**src/rtl/subleq_pkg.sv**
```systemverilog
package subleq_pkg;

  typedef enum logic [3:0] {
    ST_FETCH_A = 4'd0,
    ST_LOAD_A  = 4'd1,
    ST_FETCH_B = 4'd2,
    ST_SUB_B   = 4'd3,
    ST_WRITE_B = 4'd4,
    ST_SKIP_C  = 4'd5,
    ST_FETCH_C = 4'd6,
    ST_JUMP    = 4'd7,
    ST_HOLD    = 4'd8
  } state_e;

  typedef enum logic [1:0] {
    BUS_RAM  = 2'd0,
    BUS_DREG = 2'd1,
    BUS_AREG = 2'd2
  } bus_src_e;

  typedef struct packed {
    logic     pc_inc;
    logic     pc_load;
    logic     addr_load;
    logic     data_load;
    logic     alu_keep;
    logic     alu_neg;
    logic     addr_from_pc;
    logic     mem_we;
    logic     flag_load;
    bus_src_e bus_src;
  } uop_t;

endpackage

```
**src/rtl/subleq_alu.sv**
```systemverilog
module subleq_alu #(
  parameter int DW    = 16,
  parameter int SLICE = 4
) (
  input  logic [DW-1:0] bus_val,
  input  logic [DW-1:0] acc,
  input  logic          keep,
  input  logic          neg,
  output logic [DW-1:0] res,
  output logic          leq
);
  localparam int NSL = DW / SLICE;

  logic [DW-1:0]  opa;
  logic [DW-1:0]  opb;
  logic [NSL-1:0] cin;

  assign opa    = keep ? acc : '0;
  assign opb    = neg ? ~bus_val : bus_val;
  assign cin[0] = neg;

  for (genvar s = 0; s < NSL; s++) begin : g_slice
    if (s < NSL - 1) begin : g_mid
      logic [SLICE:0] sum;
      assign sum = {1'b0, opa[s*SLICE +: SLICE]} + {1'b0, opb[s*SLICE +: SLICE]}
                 + {{SLICE{1'b0}}, cin[s]};
      assign res[s*SLICE +: SLICE] = sum[SLICE-1:0];
      assign cin[s+1] = sum[SLICE];
    end else begin : g_top
      assign res[s*SLICE +: SLICE] = opa[s*SLICE +: SLICE] + opb[s*SLICE +: SLICE]
                                   + {{(SLICE-1){1'b0}}, cin[s]};
    end
  end

  assign leq = res[DW-1] | (res == '0);

endmodule

```
**src/rtl/subleq_ctrl.sv**
```systemverilog
module subleq_ctrl
  import subleq_pkg::*;
(
  input  logic   clk,
  input  logic   rst,
  input  logic   run,
  input  logic   irq,
  input  logic   leq_q,
  output state_e state,
  output uop_t   uop
);
  state_e nxt;
  logic   stall;

  assign stall = irq | ~run;

  always_ff @(posedge clk) begin
    if (rst) state <= ST_FETCH_A;
    else     state <= nxt;
  end

  always_comb begin
    nxt = state;
    unique case (state)
      ST_FETCH_A: nxt = stall ? ST_HOLD : ST_LOAD_A;
      ST_LOAD_A:  nxt = ST_FETCH_B;
      ST_FETCH_B: nxt = ST_SUB_B;
      ST_SUB_B:   nxt = ST_WRITE_B;
      ST_WRITE_B: nxt = leq_q ? ST_FETCH_C : ST_SKIP_C;
      ST_FETCH_C: nxt = ST_JUMP;
      ST_SKIP_C,
      ST_JUMP,
      ST_HOLD:    nxt = stall ? ST_HOLD : ST_FETCH_A;
      default:    nxt = ST_FETCH_A;
    endcase
  end

  always_comb begin
    uop = '0;
    uop.bus_src = BUS_RAM;
    unique case (state)
      ST_FETCH_A: if (!stall) begin
        uop.addr_from_pc = 1'b1;
        uop.addr_load    = 1'b1;
        uop.pc_inc       = 1'b1;
      end
      ST_LOAD_A: begin
        uop.data_load = 1'b1;
        uop.alu_neg   = 1'b1;
      end
      ST_FETCH_B: begin
        uop.addr_from_pc = 1'b1;
        uop.addr_load    = 1'b1;
        uop.pc_inc       = 1'b1;
      end
      ST_SUB_B: begin
        uop.data_load = 1'b1;
        uop.alu_keep  = 1'b1;
        uop.flag_load = 1'b1;
      end
      ST_WRITE_B: begin
        uop.bus_src = BUS_DREG;
        uop.mem_we  = 1'b1;
      end
      ST_SKIP_C:  uop.pc_inc = 1'b1;
      ST_FETCH_C: begin
        uop.addr_from_pc = 1'b1;
        uop.addr_load    = 1'b1;
      end
      ST_JUMP: begin
        uop.bus_src = BUS_AREG;
        uop.pc_load = 1'b1;
      end
      default: ;
    endcase
  end

endmodule

```
**src/rtl/subleq_datapath.sv**
```systemverilog
module subleq_datapath
  import subleq_pkg::*;
#(
  parameter int          DW       = 16,
  parameter int          SLICE    = 4,
  parameter logic [DW-1:0] RESET_PC = '0
) (
  input  logic          clk,
  input  logic          rst,
  input  uop_t          uop,
  input  logic [DW-1:0] mem_rdata,
  output logic [DW-1:0] mem_addr,
  output logic [DW-1:0] mem_wdata,
  output logic          mem_we,
  output logic [DW-1:0] pc_q,
  output logic          leq_q
);
  logic [DW-1:0] areg_q;
  logic [DW-1:0] dreg_q;
  logic [DW-1:0] bus;
  logic [DW-1:0] alu_res;
  logic          alu_leq;

  always_comb begin
    unique case (uop.bus_src)
      BUS_DREG: bus = dreg_q;
      BUS_AREG: bus = areg_q;
      default:  bus = mem_rdata;
    endcase
  end

  subleq_alu #(.DW(DW), .SLICE(SLICE)) u_alu (
    .bus_val (bus),
    .acc     (dreg_q),
    .keep    (uop.alu_keep),
    .neg     (uop.alu_neg),
    .res     (alu_res),
    .leq     (alu_leq)
  );

  always_ff @(posedge clk) begin
    if (rst) begin
      pc_q   <= RESET_PC;
      areg_q <= '0;
      dreg_q <= '0;
      leq_q  <= 1'b0;
    end else begin
      if (uop.pc_load)        pc_q <= bus;
      else if (uop.pc_inc)    pc_q <= pc_q + DW'(1);
      if (uop.addr_load)      areg_q <= bus;
      if (uop.data_load)      dreg_q <= alu_res;
      if (uop.flag_load)      leq_q  <= alu_leq;
    end
  end

  assign mem_addr  = uop.addr_from_pc ? pc_q : areg_q;
  assign mem_wdata = dreg_q;
  assign mem_we    = uop.mem_we;

endmodule

```
**src/rtl/subleq_core.sv**
```systemverilog
module subleq_core
  import subleq_pkg::*;
#(
  parameter int              DATA_W    = 16,
  parameter int              ALU_SLICE = 4,
  parameter logic [DATA_W-1:0] RESET_PC  = '0
) (
  input  logic              clk,
  input  logic              rst,
  input  logic              run,
  input  logic              irq,
  input  logic [DATA_W-1:0] mem_rdata,
  output logic [DATA_W-1:0] mem_addr,
  output logic [DATA_W-1:0] mem_wdata,
  output logic              mem_we,
  output logic              hold,
  output logic [3:0]        state_dbg
);
  state_e            state;
  uop_t              uop;
  logic              leq_q;
  logic [DATA_W-1:0] pc_q;

  subleq_ctrl u_ctrl (
    .clk   (clk),
    .rst   (rst),
    .run   (run),
    .irq   (irq),
    .leq_q (leq_q),
    .state (state),
    .uop   (uop)
  );

  subleq_datapath #(.DW(DATA_W), .SLICE(ALU_SLICE), .RESET_PC(RESET_PC)) u_dp (
    .clk       (clk),
    .rst       (rst),
    .uop       (uop),
    .mem_rdata (mem_rdata),
    .mem_addr  (mem_addr),
    .mem_wdata (mem_wdata),
    .mem_we    (mem_we),
    .pc_q      (pc_q),
    .leq_q     (leq_q)
  );

  assign state_dbg = state;
  assign hold      = (state == ST_HOLD);

endmodule

```
**config.mk**
```make
export PLATFORM = sky130hd
export DESIGN_NAME = subleq_core
export DESIGN_NICKNAME = d
export VERILOG_FILES = /design/src/rtl/subleq_pkg.sv /design/src/rtl/subleq_alu.sv /design/src/rtl/subleq_ctrl.sv /design/src/rtl/subleq_datapath.sv /design/src/rtl/subleq_core.sv
export SDC_FILE = /design/constraint.sdc
export NUM_CORES = 1
export LEC_CHECK = 0
export ABC_AREA = 0
export BUFFER_PORTS_ARGS = -buffer_cell sky130_fd_sc_hd__buf_4
export CAP_MARGIN = 10
export CORE_MARGIN = 2
export CORE_UTILIZATION = 52
export CTS_BUF_LIST = sky130_fd_sc_hd__clkbuf_16
export DETAILED_ROUTE_END_ITERATION = 7
export PLACE_DENSITY = 0.77
export SLEW_MARGIN = 20
export SYNTH_ARGS = -nofsm -noshare
export SYNTH_HDL_FRONTEND = slang
export SYNTH_SLANG_ARGS = --single-unit
```
**constraint.sdc**
```tcl
create_clock -name clk -period 5.4 [get_ports clk]
set_input_delay 0.27 -clock clk [delete_from_list [all_inputs] [get_ports clk]]
set_output_delay 0.27 -clock clk [all_outputs]
set_load 0.02 [all_outputs]
```
======== Yosys cells after proc, flatten, opt, wreduce, memory -nomap -nowiden ========
Cells that the tools add are included.
cells by class
  add/subtract/negate cells ............... 9
  eq/ne operators ......................... 10
  muxes and demuxes ....................... 19
  bitwise logic cells ..................... 4
  reductions and logical operators ........ 7
operators with widths
  cell                                                                    count
  16-bit two-way mux                                                      5
  16-bit case mux with 2 select lines                                     1
  4-bit case mux with 7 select lines                                      1
  16-bit by 1-bit adder with 16-bit output (second input constant)        1
  4-bit by 3-bit equality test with 1-bit output (second input constant)  4
  16-bit zero test                                                        1
  16-bit NOT                                                              1
  4-bit by 4-bit adder with 5-bit output                                  3
  5-bit by 1-bit adder with 5-bit output                                  3
  4-bit by 2-bit equality test with 1-bit output (second input constant)  2
  4-bit two-way mux                                                       2
  1-bit two-way mux                                                       6
  2-bit OR reduction                                                      3
  4-bit by 1-bit adder with 4-bit output                                  1
  4-bit adder                                                             1
  4-bit by 1-bit equality test with 1-bit output (second input constant)  1
  4-bit equality test (second input constant)                             1
  4-bit zero test                                                         1
  1-bit case mux with 2 select lines                                      2
  2-bit case mux with 2 select lines                                      1
  3-bit OR reduction                                                      1
  2-bit by 1-bit equality test with 1-bit output (second input constant)  1
  2-bit equality test (second input constant)                             1
  2-bit two-way mux                                                       1
  other kinds (3)                                                         4
word-level totals
  bits in registers ....................... 53
  input port bits ......................... 20
  logic and storage cells ................. 54

======== Longest topological paths before layout ========
Gate-level depths: netlist of the first run.
  depth in word-level cells ............... 13
  depth in mapped cells ................... 29

======== By module ========
From an unflattened synthesis of the first run, not the netlist that was laid out.
second synthesis, totals
  cell total of the unflattened synthesis .. 437
  area total of the unflattened synthesis .. 3827.4 um2
by module, submodules not included
  module           times used  cells an instance  area an instance (um2)
  subleq_datapath  1           294                2626.3
  subleq_alu       1           104                850.8
  subleq_ctrl      1           38                 335.3
  subleq_core      1           1                  15.0

======== Worst setup path after synthesis of the first run ========
Ideal clock, no wire load.
  kind .................................... register -> register
  start point ............................. register u_ctrl.state[0]
  end point ............................... register u_dp.leq_q
  setup time .............................. 0.059 ns
  arrival ................................. 5.850 ns
  required time ........................... 5.341 ns
  slack ................................... -0.509 ns
  cell stages (with the launch flop) ...... 29
  path buffers ............................ 3
  clock period less this slack ............ 5.909 ns
  path through ............................ dfxtp_1 > buf_4 > inv_2 > or3_1 > buf_6 > nor2_8 > buf_12 > xnor2_1 > fa_1 > inv_1 > a21o_1 > a21oi_1 > fa_1 > fa_1 > inv_1 > a21o_1 > a21oi_1 > fa_1 > fa_1 > inv_1 > a21o_1 > a21oi_1 > fa_1 > fa_1 > xnor2_1 > nor4_1 > nand3_1 > nor3_1 > a31o_1
on the way
  longest elaborated chain between the ends .. 13
  elaborated cells between the ends (all ways) .. 23
RTL lines
  what                                                                                   RTL line               source
  start: declaration                                                                     subleq_ctrl.sv:9       output state_e state,
  start signal: assignment                                                               subleq_ctrl.sv:19      else state <= nxt;
  4-bit by 3-bit equality test with 1-bit output                                         subleq_ctrl.sv:41      unique case (state)
  2-bit case mux with 2 select lines                                                     subleq_ctrl.sv:41
  2-bit equality test or 2-bit by 1-bit equality test with 1-bit output (tied branches)  subleq_datapath.sv:25  unique case (uop.bus_src)
  16-bit case mux with 2 select lines                                                    subleq_datapath.sv:25
  16-bit NOT                                                                             subleq_alu.sv:19       assign opb = neg ? ~bus_val : bus_val;
  16-bit two-way mux                                                                     subleq_alu.sv:19
  4-bit by 4-bit adder with 5-bit output                                                 subleq_alu.sv:25       assign sum = {1'b0, opa[s*SLICE +: SLICE]} + {1'b0, opb[s*SLICE +: SLICE]}
  5-bit by 1-bit adder with 5-bit output (3 in a row)                                    subleq_alu.sv:26       + {{SLICE{1'b0}}, cin[s]};
  4-bit by 1-bit adder with 4-bit output                                                 subleq_alu.sv:31       + {{(SLICE-1){1'b0}}, cin[s]};
  16-bit zero test                                                                       subleq_alu.sv:35       assign leq = res[DW-1] | (res == '0);
  1-bit OR                                                                               subleq_alu.sv:35
  end signal: assignment                                                                 subleq_datapath.sv:52  if (uop.flag_load) leq_q <= alu_leq;
  end: declaration                                                                       subleq_datapath.sv:16  output logic leq_q
Parallel ways exist; a longest one is shown, timed or not.
A chain may end at the register's enable or synchronous reset.

======== Worst setup path in the final report of the first run ========
  start point ............................. register u_ctrl.state[1]
  end point ............................... register u_dp.leq_q
Same word-level chain as after synthesis.

==> results of run 1 <==
## cell type report
class / instances / area (um^2)
multi-input combinational: 383 / 2502
fill: 618 / 2369
sequential: 53 / 1067
timing repair buffer: 80 / 608.1
clock buffer: 5 / 125.1
tap: 96 / 120.1
inverter: 14 / 55.05
clock inverter: 3 / 22.52
## worst max-delay path: cells and delay by family (launching register included)
| kind | cells | cell delay, ps |
|---|---|---|
| flops | 1 | 390 |
| fa+ha+maj | 7 | 2530 |
| buf+inv | 4 | 380 |
| compound gates | 10 | 1400 |
| xor+xnor | 1 | 150 |
| simple gates | 4 | 640 |
## power breakdown
| part | internal (uW) | switching [uW] |
|---|---|---|
| registers | 406 | 18.3 |
| logic | 83.1 | 103 |
| clock network | 173 | 156 |
## kinds of logic (layout without fill, tap and decap cells)
kind of cell,after synthesis,count (layout),share of synthesized area (%)
buf+inv,45,102,6.204
simple gates,189,189,24.01
xor+xnor,26,26,6.472
mux,16,16,4.762
flops,53,53,28.44
fa+ha+maj,19,19,7.780
compound gates,133,133,22.33
## synthesized netlist by cell type, drive strengths merged (9+ instances only)
cell,number,area (um^2)
nand2,77,291.5
dfxtp,53,1061
a21oi,51,259.0
nor2,46,191.4
a211oi,28,210.2
o21ai,20,100.1
buf,18,127.6
and3,17,106.4
inv,14,55.05
mux2,14,157.7
clkbuf,13,48.80
xor2,13,113.9
ha,12,150.1
xnor2,12,105.1
nor3,9,45.04
## path summary, 6_finish.rpt
path | cells past startpoint | slack, ps | end | from
setup / recovery | 26 | -150 | u_dp.leq_q$_SDFFE_PP0N_ | u_ctrl.state[1]$_SDFF_PP0_
hold / removal | 3 | 340 | u_ctrl.state[3]$_SDFF_PP0_ | irq
setup reg to reg | 26 | -150 | u_dp.leq_q$_SDFFE_PP0N_ | u_ctrl.state[1]$_SDFF_PP0_
hold reg to reg | 2 | 480 | u_dp.pc_q[0]$_SDFFE_PP0P_ | u_dp.areg_q[0]$_SDFFE_PP0P_
## per-layer routing
metal	vias to the layer above	part of all wire, %	track usage, %	wire, um
li1	1813	-	-	-
met1	1782	42	36.39	4315
met2	169	49	43.89	5064
met3	25	6.2	3.265	633
met4	0	2.2	9.229	229
met5	-	0	0	0
## flip-flops by register name, summed over array words and instances, names as in the netlist
register        cells
u_dp.areg_q        16
u_dp.mem_wdata     16
u_dp.pc_q          16
u_ctrl.state        4
u_dp.leq_q          1
## placed cells by master, fill, tap and decap left out, types with 3 or more instances in the layout
master,count
buf_4,79
nand2_1,75
dfxtp_1,50
a21oi_1,49
nor2_1,43
a211oi_1,28
o21ai_0,20
and3_1,17
mux2_2,14
xor2_1,13
inv_1,12
xnor2_1,12
ha_1,12
and2_1,8
nand2b_1,7
nand3_1,7
nor3_1,7
fa_2,7
o22ai_1,5
o31ai_1,5
a22oi_1,5
clkbuf_16,5
a21o_1,4
nand4_1,4
a31oi_1,3
## per-stage QoR
stage	utilization [%]	hold slack [ps]	area, um^2	std cells	power (uW)
after CTS	64.30	329.4	4417	627	940.1
after global placement	62.02	465.2	4260	619	610.2
after global routing	65.52	344.3	4501	634	984.7
after detailed placement	62.02	480.3	4260	619	613.8
final	65.52	337.7	4501	634	939.4
after floorplan	-	445.4	3766	481	553.1
## what timing repair did
action | in CTS | in global routing
pin swaps | 0 | 3
buffers inserted | 0 | 7
endpoints found under the setup margin | 1 | 2
gates resized for setup | 2 | 8
==> results.cfg, run 1 <==
[run_status]
status = finished with violations
violations = setup timing

[power_and_ir_drop]
leakagePower_uw = 0.001867
peakVddDrop_uv = 136.9
powerDensity_nw_per_um2 = 208.7

[floorplan]
initial_core_util_pct = 54.32
dieArea_um2 = 7869
die-height_um = 88.71
core_area_um2 = 6869
fp-row-count = 30
die_x_um = 88.71
io_pins = 58

[sta]
finalCritPeriodShare_pct = 102.8
setup_viol = 1
finalHoldViolCount = 0
fin_setup_tns_ps = -151.4
rsz0062_at_grt = yes
slew_headroom_pct = 32.04
layout_setup_ws_ps = -151.4
slew_violations = 0
clock_skew_ps = 6.784
timing.fmax_mhz = 180.1
fin_crit_ps = 5551
worstMarginPinSlew_ps = 1019

[clock_network]
clk_latency_ps = 300
clkSlewWorstSetupHoldPaths_ps = 70
cts_buffer_depth = 2
cts_tree = built
hold_buffers = 0
cts_buffers = 5
cts.htree.levels = 2
cts.sinks = 53
clock_tree.root_cell = clkbuf_16

[job]
drv_cap = 0

[logic_synthesis]
async_flop_share_pct = 0
seq_area_frac_synth_pct = 28.44
ys_seq_elements = 53
syn_inst = 481
synth_enable_flop_cells = 0
ys_warn_count = 0
syn_area_um2 = 3731
yosys.cell_types.count = 55
syn-num-nets = 520
avgSynthCellArea_um2 = 7.757
ys.flop_type = dfxtp_1

[grt]
grt_max_degree = 55
antenna_found_initial = 0
grt_pass1_wl_um = 16710
gr-total-overflow = 0
grt_usage_pct = 26.74
first_global_vias = 3476

[worst_setup_path]
crit_type = reg2reg
required_ps = 5640
cp_data_arrival_time_ps = 5790
cpMostUsedCell = fa_2
crit_path_start_kind = register
cp_slowest_stage_delay_ps = 390
cp_slowest_cell = dfxtp_2
end_kind = register
worstPathMaxFanout = 17

[placed_design]
io_buffers = 57
post-place-ws_ps = 21.02
gp_congestion = 0.9373
dp_hpwl_um = 7297

[detailed_routing]
final_antenna_net_count = 0
dr.pass1.iters = 6
num_vias = 3789
routed_wl_um = 10240
drt_iter0_markers = 287
drc = 0
vias_per_cell = 5.976
wire_per_inst_um = 16.15

[finish]
syn2layout_area_growth_pct = 20.62
num_antenna_cells = 0
final_nets = 576
drive_gt1_share_pct = 24.16

[worst_hold_path]
hold_class = in2reg
(Power assumes the default switching activity.)
==> run 2: changes to the inputs <==
--- a/config.mk
+++ b/config.mk
@@ -16,4 +16,5 @@
 export SLEW_MARGIN = 20
 export SYNTH_ARGS = -nofsm -noshare
 export SYNTH_HDL_FRONTEND = slang
+export SYNTH_HIERARCHICAL = 1
 export SYNTH_SLANG_ARGS = --single-unit
==> run 2 against run 1 <==
Effect of this change: the flow still finishes with violations (setup timing); first-iteration DRC count down 22%; final cell count down 2.2%; sequential share of layout area down 2.0 points; non-clock buffer count up 30; register-to-register slack worse by 630 ps; die area up 2.5%; combinational power up 9.7%; flip-flop and latch count unchanged; utilization up 2.9 points; synthesized cell count down 9.1%; largest cell class unchanged; largest power group unchanged.
==> results.cfg, run 2 <==
[worst_setup_path]
end_kind = register
cp_data_arrival_time_ps = 6410
crit_type = reg2reg
worstPathMaxFanout = 3
critical_path_buf_inv_count = 7
crit_family = adder cells
cp_slowest_cell = or4_4
cp_slowest_stage_delay_ps = 530
crit_path_start_kind = register
required_ps = 5630
cpMostUsedCell = fa_2

[grt]
grt_max_degree = 60
first_global_vias = 3168
antenna_found_initial = 0
grt_pass1_wl_um = 15650
gr-total-overflow = 0
grt_usage_pct = 23.41

[detailed_routing]
vias_per_cell = 5.650
final_antenna_net_count = 0
wire_per_inst_um = 16.29
routed_wl_um = 10100
drc = 0
num_vias = 3503
drt_iter0_markers = 223
dr.pass1.iters = 5

[clock_network]
hold_buffers = 0
clkSlewWorstSetupHoldPaths_ps = 70
clock_tree.root_cell = clkbuf_16
cts.sinks = 53
cts_tree = built
cts_buffers = 5
cts_buffer_depth = 2
cts.htree.levels = 2
clk_latency_ps = 300

[power_and_ir_drop]
leakagePower_uw = 0.002055
power_uw = 958.7
powerDensity_nw_per_um2 = 195.3
peakVddDrop_uv = 128.8

[placed_design]
gp_congestion = 0.8911
dpl_cell_area_um2 = 4576
dp_hpwl_um = 7138
io_buffers = 57
dp_cells = 601

[sta]
slew_violations = 0
finalHoldViolCount = 0
slew_headroom_pct = 56.28
rsz0062_at_grt = yes
worstMarginPinSlew_ps = 655.8
layout_setup_ws_ps = -778.2
timing.fmax_mhz = 161.9
fin_crit_ps = 6178
clock_skew_ps = 6.847
finalCritPeriodShare_pct = 114.4
setup_viol = 1

[floorplan]
die_x_um = 89.79
die-height_um = 89.79
fp-row-count = 31
core_area_um2 = 7176
dieArea_um2 = 8062
initial_core_util_pct = 53.34
io_pins = 58

[finish]
final_cell_mix = buf_4, dfxtp_1, nor2_1
num_antenna_cells = 0
drive_gt1_share_pct = 38.00
syn2layout_area_growth_pct = 28.28
layout.cells.non_filler = 620
fillCellCount = 546
final_nets = 561
fin_util_pct = 68.42
stdcell_area_um2 = 4910
multiInputGateArea_um2 = 2648
final_common_cell = buf_4
regArea_um2 = 1069

[logic_synthesis]
syn_area_um2 = 3827
synth_top_family_by_area = simple AND/OR/NAND/NOR gates
async_flop_share_pct = 0
synth_xor_area_share_pct = 8.238
ys_seq_elements = 53
seq_area_frac_synth_pct = 27.72
avgSynthCellArea_um2 = 8.758
ys.flop_type = dfxtp_1
ys_warn_count = 6
synthTopCellsByArea = dfxtp_1, mux2i_1, nor2_1, mux2_2, ha_1
muxShareOfSynthArea_pct = 13.86
yosysTopAreaCell = dfxtp_1
synth_most_common_cell = dfxtp_1
syn_inst = 437
synthAdderAreaFrac_pct = 8.238
synth_enable_flop_cells = 0
yosys.cell_types.count = 53
synth_common_cells = dfxtp_1, nor2_1, mux2i_1
synth_compound_area_share_pct = 11.61
synth_top_cell_area_share_pct = 27.72
synth_simple_gate_area_share_pct = 23.24
syn-num-nets = 478

[job]
drv_cap = 0

[run_status]
status = finished with violations
violations = setup timing

[worst_hold_path]
hold_class = in2reg
[run 2: path summary, 6_finish.rpt]
check | start | end | slack, ps | cells after the start
setup / recovery | u_ctrl/state[2]$_SDFF_PP0_ | u_dp/leq_q$_SDFFE_PP0P_ | -780 | 32
hold / removal | irq | u_ctrl/state[3]$_SDFF_PP0_ | 300 | 3
setup reg to reg | u_ctrl/state[2]$_SDFF_PP0_ | u_dp/leq_q$_SDFFE_PP0P_ | -780 | 32
hold reg to reg | u_dp/areg_q[0]$_SDFFE_PP0P_ | u_dp/areg_q[0]$_SDFFE_PP0P_ | 550 | 2
[run 2: layout make-up]
class	instances	share of cell area, %
multi-input cells	328	53.92
flip-flops and latches	53	21.76
repair buffers	110	17.05
clock buffers	5	2.548
well taps	99	2.523
inverters	22	1.682
clock inverters	3	0.5097
[run 2: metal layers]
layer  global-route usage, %  vias up  wire length [um]
met4                   6.154        0               206
met1                   32.33     1686              4560
li1                        -     1687                 -
met2                   38.57      113              4867
met5                       0        -                 0
met3                   3.437       17               465
[run 2: timing repair]
| action | in CTS | in global routing |
|---|---|---|
| endpoints found under the hold margin | 0 | 0 |
| cloned | 0 | 0 |
| resized for setup | 7 | 24 |
| buffers inserted | 3 | 8 |
| setup endpoints to repair | 2 | 4 |
| pin swaps | 1 | 9 |
[run 2: power by group]
| group | switching [uW] | total, uW | internal [uW] |
|---|---|---|---|
| Sequential | 16.3 | 421 | 405 |
| Combinational | 109 | 204 | 95.3 |
| Clock | 158 | 334 | 176 |
| Total | 283 | 959 | 676 |
[run 2: cells by family after synthesis]
group           Yosys count
simple gates            156
compound gates           64
buf+inv                  56
flops                    53
mux                      51
xor+xnor                 36
fa+ha+maj                21
[run 2: through the flow]
step | TNS (ps) | hold WS, ps | setup slack, ps
3_3_place_gp | -405.6 | 508.2 | -405.6
5_1_grt | -1351 | 353.1 | -1007
4_1_cts | -491.6 | 304.0 | -491.6
2_1_floorplan | -697.6 | 331.4 | -697.6
6_report | -778.2 | 296.5 | -778.2
3_5_place_dp | -631.6 | 526.1 | -572.2
[run 2: worst reg2reg max path, delay by kind of cell (launching register included)]
kind,cells,cell delay [ps]
multiplexers,1,170
buffers and inverters,7,550
XOR/XNOR,1,240
flip-flops,1,360
AND/OR/NAND/NOR,7,1360
adder cells (fa/ha/maj),8,2490
AO/OA/AOI/OAI,8,960
